### src/rtl/ftsram_pkg.sv
package ftsram_pkg;
    // one lane: eight data bits plus parity in the top bit
    localparam int LANE_BITS = 9;

    typedef enum logic [1:0] {
        CYC_IDLE  = 2'd0,
        CYC_READ  = 2'd1,
        CYC_WRITE = 2'd2
    } cyc_e;
endpackage

### src/rtl/ftsram_cycle_ctrl.sv
module ftsram_cycle_ctrl
    import ftsram_pkg::*;
#(
    parameter int AW    = 4,
    parameter int LANES = 4
) (
    input  logic                       clk,
    input  logic                       rst_n,
    input  logic [AW-1:0]              addr,
    input  logic [LANES*LANE_BITS-1:0] wdata,
    input  logic                       sel_a_n,
    input  logic                       sel_b_n,
    input  logic                       sel_c,
    input  logic                       wr_all_n,
    input  logic                       lane_wr_n,
    input  logic [LANES-1:0]           lane_en_n,
    output cyc_e                       cyc_q,
    output logic [AW-1:0]              addr_q,
    output logic [LANES*LANE_BITS-1:0] wdata_q,
    output logic [LANES-1:0]           wr_mask,
    output logic                       rd_cyc
);
    localparam int W = LANES * LANE_BITS;

    logic             sel_now;
    logic             wr_req;
    cyc_e             cyc_d;
    logic [LANES-1:0] mask_d;
    logic [LANES-1:0] mask_q;
    logic             live_q;

    assign sel_now = !sel_a_n && !sel_b_n && sel_c;
    assign wr_req  = !wr_all_n || !lane_wr_n;

    // next cycle type: select-drop, write-start, read-start
    always_comb begin
        if (!sel_now)
            cyc_d = CYC_IDLE;
        else if (wr_req)
            cyc_d = CYC_WRITE;
        else
            cyc_d = CYC_READ;
    end

    // lanes to commit; the global write overrides the lane enables
    always_comb begin
        if (!wr_all_n)
            mask_d = {LANES{1'b1}};
        else if (!lane_wr_n)
            mask_d = ~lane_en_n;
        else
            mask_d = '0;
    end

    // state register
    always_ff @(posedge clk or negedge rst_n) begin
        if (!rst_n) begin
            cyc_q  <= CYC_IDLE;
            live_q <= 1'b0;
        end else begin
            cyc_q  <= cyc_d;
            live_q <= 1'b1;
        end
    end

    // captured address, data and lane mask
    always_ff @(posedge clk or negedge rst_n) begin
        if (!rst_n) begin
            addr_q  <= '0;
            wdata_q <= '0;
            mask_q  <= '0;
        end else begin
            addr_q  <= addr;
            wdata_q <= wdata;
            mask_q  <= mask_d;
        end
    end

    // outputs per state
    always_comb begin
        wr_mask = '0;
        rd_cyc  = 1'b0;
        unique case (cyc_q)
            CYC_IDLE:  begin end
            CYC_READ:  rd_cyc  = 1'b1;
            CYC_WRITE: wr_mask = mask_q;
            default:   begin end
        endcase
    end


    desel_no_wr_chk: assert property (@(posedge clk) disable iff (!rst_n)
        (live_q && !$past(sel_now)) |-> (wr_mask == '0 && !rd_cyc));


    all_lanes_chk: assert property (@(posedge clk) disable iff (!rst_n)
        (live_q && $past(sel_now) && !$past(wr_all_n)) |-> (wr_mask == {LANES{1'b1}}));


    lane_follow_chk: assert property (@(posedge clk) disable iff (!rst_n)
        (live_q && $past(sel_now) && $past(wr_all_n) && !$past(lane_wr_n))
            |-> (wr_mask == ~$past(lane_en_n)));


    read_cyc_chk: assert property (@(posedge clk) disable iff (!rst_n)
        (live_q && $past(sel_now) && $past(wr_all_n) && $past(lane_wr_n))
            |-> (rd_cyc && wr_mask == '0));

    logic unused_w;
    assign unused_w = ^wdata_q[W-1:0] & 1'b0;
endmodule

### src/rtl/ftsram_lane_store.sv
module ftsram_lane_store #(
    parameter int AW   = 4,
    parameter int BITS = 9
) (
    input  logic            clk,
    input  logic            we,
    input  logic [AW-1:0]   addr,
    input  logic [BITS-1:0] wdata,
    output logic [BITS-1:0] rdata
);
    localparam int DEPTH = 1 << AW;

    logic [BITS-1:0] mem [DEPTH];

    // commit at the edge closing the write cycle
    always_ff @(posedge clk) begin
        if (we)
            mem[addr] <= wdata;
    end

    // flow-through read
    assign rdata = mem[addr];
endmodule

### src/rtl/ftsram_out_drv.sv
module ftsram_out_drv #(
    parameter int W = 36
) (
    input  logic         rd_cyc,
    input  logic         out_en_n,
    input  logic [W-1:0] rdata,
    output logic         drv_en,
    output logic [W-1:0] q
);
    assign drv_en = rd_cyc && !out_en_n;
    assign q      = drv_en ? rdata : '0;
endmodule

### src/rtl/bytelane_ft_sram.sv
module bytelane_ft_sram
    import ftsram_pkg::*;
#(
    parameter int AW    = 4,
    parameter int LANES = 4
) (
    input  logic                       clk,
    input  logic                       rst_n,
    input  logic [AW-1:0]              addr,
    input  logic [LANES*LANE_BITS-1:0] wdata,
    input  logic                       sel_a_n,
    input  logic                       sel_b_n,
    input  logic                       sel_c,
    input  logic                       wr_all_n,
    input  logic                       lane_wr_n,
    input  logic [LANES-1:0]           lane_en_n,
    input  logic                       out_en_n,
    output logic [LANES*LANE_BITS-1:0] rd_q,
    output logic                       rd_oe
);
    localparam int W = LANES * LANE_BITS;

    cyc_e             ctl_cyc;
    logic [AW-1:0]    ctl_addr;
    logic [W-1:0]     ctl_wdata;
    logic [LANES-1:0] ctl_mask;
    logic             ctl_rd;
    logic [W-1:0]     bank_q;
    logic             drv_en;

    ftsram_cycle_ctrl #(.AW(AW), .LANES(LANES)) u_ctrl (
        .clk       (clk),
        .rst_n     (rst_n),
        .addr      (addr),
        .wdata     (wdata),
        .sel_a_n   (sel_a_n),
        .sel_b_n   (sel_b_n),
        .sel_c     (sel_c),
        .wr_all_n  (wr_all_n),
        .lane_wr_n (lane_wr_n),
        .lane_en_n (lane_en_n),
        .cyc_q     (ctl_cyc),
        .addr_q    (ctl_addr),
        .wdata_q   (ctl_wdata),
        .wr_mask   (ctl_mask),
        .rd_cyc    (ctl_rd)
    );

    for (genvar gi = 0; gi < LANES; gi++) begin : g_lane
        ftsram_lane_store #(.AW(AW), .BITS(LANE_BITS)) u_store (
            .clk   (clk),
            .we    (ctl_mask[gi]),
            .addr  (ctl_addr),
            .wdata (ctl_wdata[gi*LANE_BITS +: LANE_BITS]),
            .rdata (bank_q[gi*LANE_BITS +: LANE_BITS])
        );
    end

    ftsram_out_drv #(.W(W)) u_out (
        .rd_cyc   (ctl_rd),
        .out_en_n (out_en_n),
        .rdata    (bank_q),
        .drv_en   (drv_en),
        .q        (rd_q)
    );

    assign rd_oe = drv_en;


    wr_release_chk: assert property (@(posedge clk) disable iff (!rst_n)
        (ctl_cyc == CYC_WRITE) |-> !drv_en);


    flow_data_chk: assert property (@(posedge clk) disable iff (!rst_n)
        drv_en |-> (rd_q == bank_q));
endmodule

### config.mk
export PLATFORM = sky130hd
export DESIGN_NAME = bytelane_ft_sram
export DESIGN_NICKNAME = d
export VERILOG_FILES = /design/src/rtl/ftsram_pkg.sv /design/src/rtl/ftsram_cycle_ctrl.sv /design/src/rtl/ftsram_lane_store.sv /design/src/rtl/ftsram_out_drv.sv /design/src/rtl/bytelane_ft_sram.sv
export SDC_FILE = /design/constraint.sdc
export NUM_CORES = 1
export LEC_CHECK = 0
export BUFFER_PORTS_ARGS = -buffer_cell sky130_fd_sc_hd__buf_4
export CORE_MARGIN = 1.5
export CORE_UTILIZATION = 55
export CTS_BUF_LIST = sky130_fd_sc_hd__clkbuf_16
export CTS_CLUSTER_DIAMETER = 120
export DETAILED_ROUTE_END_ITERATION = 6
export PLACE_DENSITY = 0.7
export SLEW_MARGIN = 20
export SYNTH_ARGS = -nofsm -noshare
export SYNTH_HDL_FRONTEND = slang
export SYNTH_HIERARCHICAL = 1
export SYNTH_SLANG_ARGS = --single-unit
export TNS_END_PERCENT = 5
### constraint.sdc
create_clock -name clk -period 3.1 [get_ports clk]
set_input_delay 0.31 -clock clk [delete_from_list [all_inputs] [get_ports clk]]
set_output_delay 0.31 -clock clk [all_outputs]
set_load 0.1 [all_outputs]
==> impl_metrics.yaml <==
timing:
  fmaxAchievable_ghz: 0.327
  finalCritPeriodShare_pct: 98.7
  grt_setup_unrepaired: "true"
  worst_clock_skew_ns: 0.0212
  fin_ws_ns: 0.0395
  worst_pin_slew_ns: 0.762
  maxSlewViolCount: 0
  finalHoldViolations: 0
  setup_violations: 0
  slew_headroom_pct: 49.2
  fin_crit_ns: 3.06
place:
  place_ws_ns: 0.381
  place_congestion: 0.809
  io_buffers: 88
  hpwl_mm: 30.3
  dpl_cell_area_um2: 25800
pwr:
  ir_worst_vdd_mv: 0.469
  power.density_nw_per_um2: 608
  power.leakage_nw: 10.0
  power_w: 0.0176
cts:
  clk_pin_slew_ns: 0.06
  h-tree-depth: 2
  cts_tree: "built"
  clk_path_buf_depth: 3
  cts_buffers: 60
  clock_sinks: 622
  root_buffer: "clkbuf_16"
  clock_latency_ns: 0.62
worst_setup_path:
  critPathKind: "flip-flop to output pin"
  end_kind: "output pin"
  critPathLaunchType: "flip-flop"
  crit_fanout: 8
  crit_arrival_ns: 2.75
  cp.required_ns: 2.79
route:
  remaining_drc_errors: 0
  dr_total_vias: 11798
  drt_first_pass_iters: 5
  drt_iter0_drc: 1080
  routed_wire_length_per_instance_um: 25.1
  drtAntennaViolNets: 0
  detail_route.vias_per_cell: 5.92
  finalWirelength_mm: 50.1
layout:
  layout_common_cells: "576 x edfxtp_1, 168 x buf_4, 99 x mux4_2, 67 x clkbuf_16, 54 x dlygate4sd3_1"
  nFillCells: 2789
  layout-drive-gt1-share_pct: 31.0
  syn_to_final_growth_pct: 21.0
  seq_area_um2: 18500
  fin_nets: 1409
  layout_commonest_cell: "edfxtp_1"
  final_area_um2: 28900
  multi_input_area_um2: 5180
flow_run:
  maxCapViolCount: 0
die:
  die_area_um2: 44700
  die_h_um: 211
  dieWidth_um: 211
  rows: 76
  core_area_um2: 43000
  initial_core_util_pct: 55.6
  num_io_pins: 89
synth:
  postSynthAreaPerCell_um2: 21.9
  syn_area_um2: 23900
  synth_cell_type_count: 24
  ys_ff_latch: 622
  ys_seq_area_share_pct: 77.3
  yosys_warnings: 6
  syn-instance-count: 1091
  synth_nets: 1143
worst_hold_path:
  hold_class: "primary input to async pin"
global_routing:
  grt_pass1_vias: 12222
  grt_pass1_wl_mm: 73.8
  antenna_found_initial: 1
  grtUsageTotal_pct: 22.6
  grt_max_degree: 53
  grt.overflow.total: 0
status:
  status: "complete, no violations"
## cells by family (layout without fill, tap and decap cells)
family / Yosys count / count (layout) / share of synthesized area [%]
compound gates: 77 / 77 / 2.38
buf+inv: 58 / 375 / 1.50
other cells: 0 / 1 / 0
simple gates: 190 / 190 / 4.40
flops: 622 / 622 / 77.3
mux: 144 / 144 / 14.5
## Yosys cell counts
master	count	share of area, %
clkbuf_1	24	0.38
nor3_1	16	0.34
or3b_1	1	0.037
a21oi_2	1	0.037
and2_1	8	0.21
buf_6	15	0.71
nor2_1	53	0.83
and3b_2	7	0.29
mux4_1	56	6.2
a22oi_1	72	2.3
and3b_1	29	1.1
buf_1	4	0.063
or3b_2	4	0.15
buf_2	11	0.23
buf_4	4	0.13
nand3_1	4	0.084
nand3b_1	8	0.25
edfxtp_1	576	72
mux4_2	88	8.3
o21ai_0	4	0.084
dfrtp_1	46	4.8
nand2_1	41	0.64
nor2b_1	11	0.29
nand2b_1	8	0.21
## routing by layer
| layer | track usage (%) | routed length (um) |
|---|---|---|
| met1 | 32.2 | 20700 |
| met2 | 36.4 | 25000 |
| met3 | 4.21 | 3500 |
| met4 | 6.72 | 931 |
| met5 | 0 | 0 |
## final cells by class
class,count,area share (%)
Clock inverter,51,1.68
Antenna cell,1,0.00866
Multi-Input combinational cell,411,17.9
Clock buffer,62,5.37
Timing Repair Buffer,262,8.64
Sequential cell,622,63.8
Tap cell,585,2.53
## registers in the layout, indices dropped and copies added, names as in the netlist
signal and flops:
u_ctrl/wdata_q 36, u_ctrl/addr_q 4, g_lane.u_store/mem 576, u_ctrl/cyc_q 2
u_ctrl/mask_q 4
## worst paths after layout
path	from	to	slack [ns]	cells past startpoint
worst min register to register	u_ctrl/wdata_q[32]$_DFF_PN0_	g_lane[3].u_store/mem[11][5]$_DFFE_PP_	0.77	0
worst max-delay path	u_ctrl/addr_q[0]$_DFF_PN0_	rd_q[14]	0.04	8
worst min-delay path	rst_n	u_ctrl/wdata_q[34]$_DFF_PN0_	0.30	2
max in group asynchronous	rst_n	u_ctrl/addr_q[0]$_DFF_PN0_	2.21	2
min in group clk	wdata[25]	u_ctrl/wdata_q[25]$_DFF_PN0_	0.33	2
worst max register to register	u_ctrl/cyc_q[1]$_DFF_PN0_	g_lane[2].u_store/mem[3][1]$_DFFE_PP_	0.44	5
## per-stage QoR
stage,setup TNS (ns),hold slack (ns),cells,utilization (%)
after floorplan,0,0.0144,1091,-
after global placement,0,0.419,1805,60.1
after detailed placement,0,0.420,1805,60.1
after CTS,-0.0352,0.299,1979,66.5
after global routing,-0.286,0.321,1993,67.2
final,0,0.304,1994,67.3
## critical path, cell delays in order, from the launching register on
cell and delay (ns):
dfrtp_4 0.43, buf_12 0.17, buf_16 0.16, buf_16 0.14, mux4_2 0.50, a22oi_1 0.24
nand2_1 0.10, and3b_1 0.19, buf_6 0.19
## report_power, final
group,internal (W),leakage [nW],switching [W]
combinational,0.000403,3.28,0.000382
clock,0.00443,1.05,0.00300
sequential,0.00923,5.71,0.000124
total,0.0141,10.0,0.00350
## repair_timing
item / in CTS / in global routing
endpoints found under the setup margin: 36 / 34
hold buffers: 54 / 0
setup buffers: 7 / 9
gates cloned: 0 / 5
pin swaps: 0 / 2
hold endpoints to repair: 92 / 0
resized for setup: 27 / 48
No activity file was read; power rests on OpenSTA's default activity.
